### config.mk
export PLATFORM = sky130hd
export DESIGN_NAME = rstcause_status
export DESIGN_NICKNAME = d
export VERILOG_FILES = /design/src/rtl/rstcause_pkg.sv /design/src/rtl/rc_cold_tracker.sv /design/src/rtl/rc_warm_collector.sv /design/src/rtl/rc_status_reg.sv /design/src/rtl/rstcause_status.sv
export SDC_FILE = /design/constraint.sdc
export NUM_CORES = 1
export LEC_CHECK = 0
export CAP_MARGIN = 30
export CORE_MARGIN = 2
export CORE_UTILIZATION = 45
export CTS_BUF_LIST = sky130_fd_sc_hd__clkbuf_8
export DETAILED_ROUTE_END_ITERATION = 8
export DONT_BUFFER_PORTS = 1
export PLACE_DENSITY = 0.65
export SLEW_MARGIN = 20
export SYNTH_ARGS = -nofsm -noshare
export SYNTH_HDL_FRONTEND = slang
export SYNTH_HIERARCHICAL = 1
export SYNTH_SLANG_ARGS = --single-unit
### constraint.sdc
create_clock -name clk -period 1.2 [get_ports clk]
set_input_delay 0.3 -clock clk [delete_from_list [all_inputs] [get_ports clk]]
set_output_delay 0.3 -clock clk [all_outputs]
set_load 0.005 [all_outputs]
### src/rtl/rstcause_pkg.sv
package rstcause_pkg;

    // Which update the status register applies on the coming edge.
    typedef enum logic [1:0] {
        EV_NONE = 2'd0,
        EV_WARM = 2'd1,
        EV_COLD = 2'd2
    } rc_event_e;

    function automatic rc_event_e pick_event(input logic cold_done, input logic warm_done);
        if (cold_done)      return EV_COLD;
        else if (warm_done) return EV_WARM;
        else                return EV_NONE;
    endfunction

endpackage

### src/rtl/rc_cold_tracker.sv
// Remembers the most recent falling edge(s) among the cold request lines.
module rc_cold_tracker #(
    parameter int N_COLD = 3
) (
    input  logic              clk,
    input  logic              rst_n,
    input  logic [N_COLD-1:0] cold_req,
    input  logic              cold_done,
    output logic [N_COLD-1:0] cold_src
);
    typedef struct packed {
        logic [N_COLD-1:0] prev;
        logic [N_COLD-1:0] shadow;
    } trk_t;

    trk_t              st_d, st_q;
    logic [N_COLD-1:0] fall;

    always_comb begin
        st_d      = st_q;
        fall      = st_q.prev & ~cold_req;
        st_d.prev = cold_req;
        // A fresh release replaces the older record entirely.
        if (|fall) st_d.shadow = fall;
        // The record is consumed by a completion.
        if (cold_done) st_d.shadow = '0;
        cold_src = (|fall) ? fall : st_q.shadow;
    end

    always_ff @(posedge clk or negedge rst_n) begin
        if (!rst_n) st_q <= '0;
        else        st_q <= st_d;
    end
endmodule

### src/rtl/rc_warm_collector.sv
// Gathers warm requests seen since the previous completion.
module rc_warm_collector #(
    parameter int N_WARM = 4
) (
    input  logic              clk,
    input  logic              rst_n,
    input  logic [N_WARM-1:0] warm_req,
    input  logic              warm_done,
    input  logic              cold_done,
    output logic [N_WARM-1:0] warm_src
);
    typedef struct packed {
        logic [N_WARM-1:0] seen;
    } col_t;

    col_t st_d, st_q;

    always_comb begin
        st_d     = st_q;
        warm_src = st_q.seen | warm_req;
        if (warm_done || cold_done) st_d.seen = '0;
        else                        st_d.seen = warm_src;
    end

    always_ff @(posedge clk or negedge rst_n) begin
        if (!rst_n) st_q <= '0;
        else        st_q <= st_d;
    end
endmodule

### src/rtl/rc_status_reg.sv
// The software-visible record with write-one-to-clear access.
module rc_status_reg
    import rstcause_pkg::*;
#(
    parameter int N_COLD = 3,
    parameter int N_WARM = 4,
    localparam int W     = N_COLD + N_WARM
) (
    input  logic              clk,
    input  logic              rst_n,
    input  logic              cold_done,
    input  logic              warm_done,
    input  logic [N_COLD-1:0] cold_src,
    input  logic [N_WARM-1:0] warm_src,
    input  logic              wr_en,
    input  logic [W-1:0]      wr_data,
    output logic [W-1:0]      status
);
    typedef struct packed {
        logic [W-1:0] bits;
    } sts_t;

    sts_t         st_d, st_q;
    rc_event_e    ev;
    logic [W-1:0] base;
    logic [W-1:0] set_vec;
    logic [W-1:0] clr_vec;

    always_comb begin
        ev      = pick_event(cold_done, warm_done);
        clr_vec = wr_en ? wr_data : '0;
        base    = st_q.bits;
        set_vec = '0;
        case (ev)
            EV_COLD: begin
                base    = '0;
                set_vec = {{N_WARM{1'b0}}, cold_src};
            end
            EV_WARM: set_vec = {warm_src, {N_COLD{1'b0}}};
            default: set_vec = '0;
        endcase
        // Hardware set wins over a software clear on the same edge.
        st_d.bits = (base & ~clr_vec) | set_vec;
    end

    always_ff @(posedge clk or negedge rst_n) begin
        if (!rst_n) st_q <= '0;
        else        st_q <= st_d;
    end

    assign status = st_q.bits;
endmodule

### src/rtl/rstcause_status.sv
module rstcause_status #(
    parameter int N_COLD = 3,
    parameter int N_WARM = 4,
    localparam int W     = N_COLD + N_WARM
) (
    input  logic              clk,
    input  logic              rst_n,
    input  logic [N_COLD-1:0] cold_req,
    input  logic [N_WARM-1:0] warm_req,
    input  logic              cold_done,
    input  logic              warm_done,
    input  logic              wr_en,
    input  logic [W-1:0]      wr_data,
    output logic [W-1:0]      status
);
    logic [N_COLD-1:0] cold_src;
    logic [N_WARM-1:0] warm_src;

    rc_cold_tracker #(.N_COLD(N_COLD)) cold_i (
        .clk       (clk),
        .rst_n     (rst_n),
        .cold_req  (cold_req),
        .cold_done (cold_done),
        .cold_src  (cold_src)
    );

    rc_warm_collector #(.N_WARM(N_WARM)) warm_i (
        .clk       (clk),
        .rst_n     (rst_n),
        .warm_req  (warm_req),
        .warm_done (warm_done),
        .cold_done (cold_done),
        .warm_src  (warm_src)
    );

    rc_status_reg #(.N_COLD(N_COLD), .N_WARM(N_WARM)) sts_i (
        .clk       (clk),
        .rst_n     (rst_n),
        .cold_done (cold_done),
        .warm_done (warm_done),
        .cold_src  (cold_src),
        .warm_src  (warm_src),
        .wr_en     (wr_en),
        .wr_data   (wr_data),
        .status    (status)
    );
endmodule

# Yosys cells after proc, flatten, opt, wreduce, memory -nomap -nowiden
# Index checks and enable logic that the tools add are counted.
[totals]
wordCells = 22
out_inout_bits = 7
ff_bits = 17
input_bits = 19
[classes]
eq_ne = 2
muxes = 8
reduce_logical = 2
bitwise = 6
[ops]
columns = ["operator", "n"]
rows = [
  ["$mux 7", 2],
  ["$pmux 7 s2", 1],
  ["$and 7x7->7", 1],
  ["$not 7->7", 1],
  ["$or 7x7->7", 1],
  ["$mux 3", 2],
  ["$mux 4", 1],
  ["$or 4x4->4", 1],
  ["$and 3x3->3", 1],
  ["$not 3->3", 1],
  ["$reduce_or 3->1", 1],
  ["$eq 2x1->1 const B", 1],
  ["$eq 2x2->1 const B", 1],
  ["$mux 2", 1],
  ["$logic_or 1x1->1", 1],
  ["$mux 1", 1],
]

# Depth between registers and ports, before layout
[depth]
word_depth = 6
mapped_depth = 4
depth_no_buf = 4

# Modules after synthesis
# Netlist, hierarchy kept.
[modules_own_cells]
columns = ["module", "n_inst", "cells_per_inst", "seq_area_each_um2", "area_each_um2"]
rows = [
  ["rc_status_reg", 1, 29, 175.2, 326.6],
  ["rc_cold_tracker", 1, 21, 150.1, 281.5],
  ["rc_warm_collector", 1, 12, 100.1, 155.1],
]

# Worst setup path after synthesis
# Ideal clock, no wire load.
[synth_timing]
kind = "reg2reg"
from = "register cold_i/st_q[5] (netlist bit)"
to = "register sts_i.st_q (netlist bit sts_i/status[2])"
setup_slack_ps = 293
path_buffers = 0
synth_period_minus_slack_ps = 907
t_arrival_ps = 784
required_ps = 1077
stages_incl_launch_ff = 5
setup_ps = 123
path_cell_list = "dfrtp_1 > nor2b_1 > a31o_1 > nand2_1 > o21ai_2"
[synth_lines]
columns = ["element", "line_no", "text"]
rows = [
  ["start, declared", "rc_cold_tracker.sv:16", "trk_t st_d, st_q;"],
  ["start signal, assigned", "rc_cold_tracker.sv:32", "else st_q <= st_d;"],
  ["end signal, assigned", "rc_status_reg.sv:48", "else st_q <= st_d;"],
  ["end, declared", "rc_status_reg.sv:23", "sts_t st_d, st_q;"],
]

==> results.json <==
{
  "gp_congestion": 0.659,
  "io_pins": 26,
  "dieHeight_um": 45.2,
  "via_per_inst": 5.96,
  "cp-start-kind": "flip-flop",
  "grt_first_pass_wirelength_mm": 2.13,
  "netlist_area_sq_um": 763,
  "final.setup.tns_ps": 0,
  "wl_mm": 1.28,
  "synth_seq_cells": 17,
  "insertion_delay_ps": 240,
  "slew_viol_final": 0,
  "root_buffer": "clkbuf_8",
  "clkTransAtPathRegs_ps": 60,
  "drt_iter0_drc": 5,
  "grt.overflow.total": 0,
  "ant_nets": 0,
  "fin_crit_sh": 0.804,
  "finalHoldViolCount": 0,
  "cp_data_arrival_time_ps": 1100,
  "drc": 0,
  "vias": 489,
  "grt_pass1_vias": 517,
  "cts_buffer_depth": 2,
  "peakVddDrop_mv": 0.821,
  "syn2layout_area_growth_pct": 9.51,
  "cap_violations": 0,
  "yosysSeqAreaShare": 0.557,
  "startpoint": "cold_i/st_q[5]",
  "synthCells": 62,
  "die_w_um": 45.2,
  "setup_viol": 0,
  "fp-row-count": 14,
  "relSlewSlack": 0.510,
  "grt_usage": 0.149,
  "syn_area_per_cell_sq_um": 12.3,
  "post_cts_buffers": 0,
  "port_buffers": 0,
  "grt_max_degree": 21,
  "cts_buffers": 3,
  "yosysWarnings": 6,
  "hp-class": "input port to flip-flop",
  "placed_area_sq_um": 778,
  "final_area_sq_um": 836,
  "drive_gt1_frac": 0.197,
  "nFillCells": 148,
  "dieArea_sq_mm": 0.00204,
  "crit_fanout": 3,
  "worstSetupPathType": "flip-flop to flip-flop",
  "worstHoldStart": "cold_req[0]",
  "r2r-start": "cold_i/st_q[5]",
  "finalClockSkew_ps": 1.04,
  "diodes": 0,
  "status": "finished, final reports clean",
  "antenna_found_initial": 0,
  "initial_core_util": 0.495,
  "wire_per_inst_um": 15.6,
  "rsz0062_at_grt": "false",
  "synth.distinct_cells": 16,
  "first_pass_iters": 4,
  "fp.coreArea_sq_mm": 0.00154,
  "p_leak_nw": 0.377,
  "cts_tree": "built",
  "cts_sinks": 17,
  "syn_nets": 81,
  "cts-htree-levels": 1,
  "power_density_mw_per_mm2": 1360,
  "final_nets": 86,
  "hpwl_um": 926,
  "cp.required_ps": 1340,
  "end_kind": "flip-flop",
  "timing.fmax_mhz": 1040,
  "worst_pin_slew_ps": 735,
  "period_needed_ps": 964
}
report_power, final:
| part | internal, mW | switching, mW | total (mW) | leakage [nW] |
|---|---|---|---|---|
| clock | 0.226 | 0.174 | 0.400 | 0.0269 |
| combinational | 0.0602 | 0.0469 | 0.107 | 0.131 |
| sequential | 0.609 | 0.0190 | 0.628 | 0.220 |
metal layers:
layer / global-route usage / up-vias / wire length, um
li1: - / 229 / -
met5: 0 / - / 0
met3: 0.0600 / 2 / 129
met1: 0.183 / 234 / 564
met4: 0.0529 / 0 / 17
met2: 0.237 / 24 / 565
final cells by class:
cell class	instances	area [sq um]	share of cell area
Clock inverter	1	3.75	0.00449
Clock buffer	3	41.3	0.0494
Timing Repair Buffer	1	12.5	0.0150
Multi-Input combinational cell	44	333	0.398
Tap cell	16	20.0	0.0240
Sequential cell	17	425	0.509
path summary, 6_finish.rpt:
path	to	slack, ps	cells after the start
worst min-delay path	cold_i/st_q[3]	80	0
worst max-delay path	sts_i/status[2]	240	4
worst max register to register	sts_i/status[2]	240	4
worst min register to register	cold_i/st_q[2]	570	2
min in group asynchronous	sts_i/status[1]	180	1
max in group asynchronous	warm_i/st_q[1]	560	1
synthesized netlist by cell type:
master | number | area (sq um)
or2_1 | 4 | 25.0
a31o_1 | 3 | 26.3
nor3b_1 | 4 | 30.0
nand2_1 | 7 | 26.3
o32ai_1 | 2 | 17.5
nor2b_4 | 2 | 27.5
a21bo_1 | 4 | 40.0
o32ai_2 | 1 | 16.3
dfrtp_1 | 17 | 425
a21bo_2 | 3 | 30.0
a21oi_2 | 1 | 8.76
o21ai_2 | 3 | 26.3
a21oi_1 | 3 | 15.0
nor2b_1 | 1 | 6.26
clkbuf_2 | 1 | 5.00
nand2b_1 | 6 | 37.5
cells by family (layout without fill, tap and decap cells):
kind of cell           Yosys count  in the layout  share of synthesized area
AOI/OAI and AO/OA               20             20                      0.236
DFF                             17             17                      0.557
and+or+nand+nor                 24             24                      0.200
buffers and inverters            1              5                    0.00655
stage by stage:
stage / std cells / power [mW] / hold WS (ps) / worst slack (ps) / util
floorplan: 62 / 0.723 / 4.41 / 293 / -
global placement: 77 / 0.732 / 4.77 / 246 / 0.505
global route: 82 / 1.18 / 69.3 / 191 / 0.542
detailed placement: 77 / 0.733 / 4.80 / 243 / 0.505
CTS: 82 / 1.15 / 75.2 / 117 / 0.541
finish: 82 / 1.14 / 80.0 / 236 / 0.542
critical path, cell delays in order (launching register included):
cell     delay (ps)
dfrtp_1         370
nor2b_1         170
a31o_1          190
nand2_1          80
o21ai_2          50
sequential cells by signal, summed over array words and instances (netlist names):
signal        cells
cold_i/st_q       6
warm_i/st_q       4
sts_i/status      7
placed cells by master (no fill, tap or decap):
cell type | Yosys | layout
a21oi_2 | 1 | 1
inv_1 | 0 | 1
nand2b_1 | 6 | 6
a21oi_1 | 3 | 3
nor2b_4 | 2 | 2
dfrtp_1 | 17 | 17
o21ai_2 | 3 | 3
or2_1 | 4 | 4
dlymetal6s4s_1 | 0 | 1
nand2_1 | 7 | 7
nor2b_1 | 1 | 1
o32ai_2 | 1 | 1
a21bo_2 | 3 | 3
a31o_1 | 3 | 3
o32ai_1 | 2 | 2
clkbuf_8 | 0 | 3
a21bo_1 | 4 | 4
nor3b_1 | 4 | 4
repair_timing:
| item | CTS | global route |
|---|---|---|
| hold endpoints to repair | 17 | 0 |
| setup endpoints to repair | 0 | 17 |
| gates resized for setup | 0 | 1 |
| hold buffers | 1 | 0 |
No activity file was read; power rests on OpenSTA's default activity.
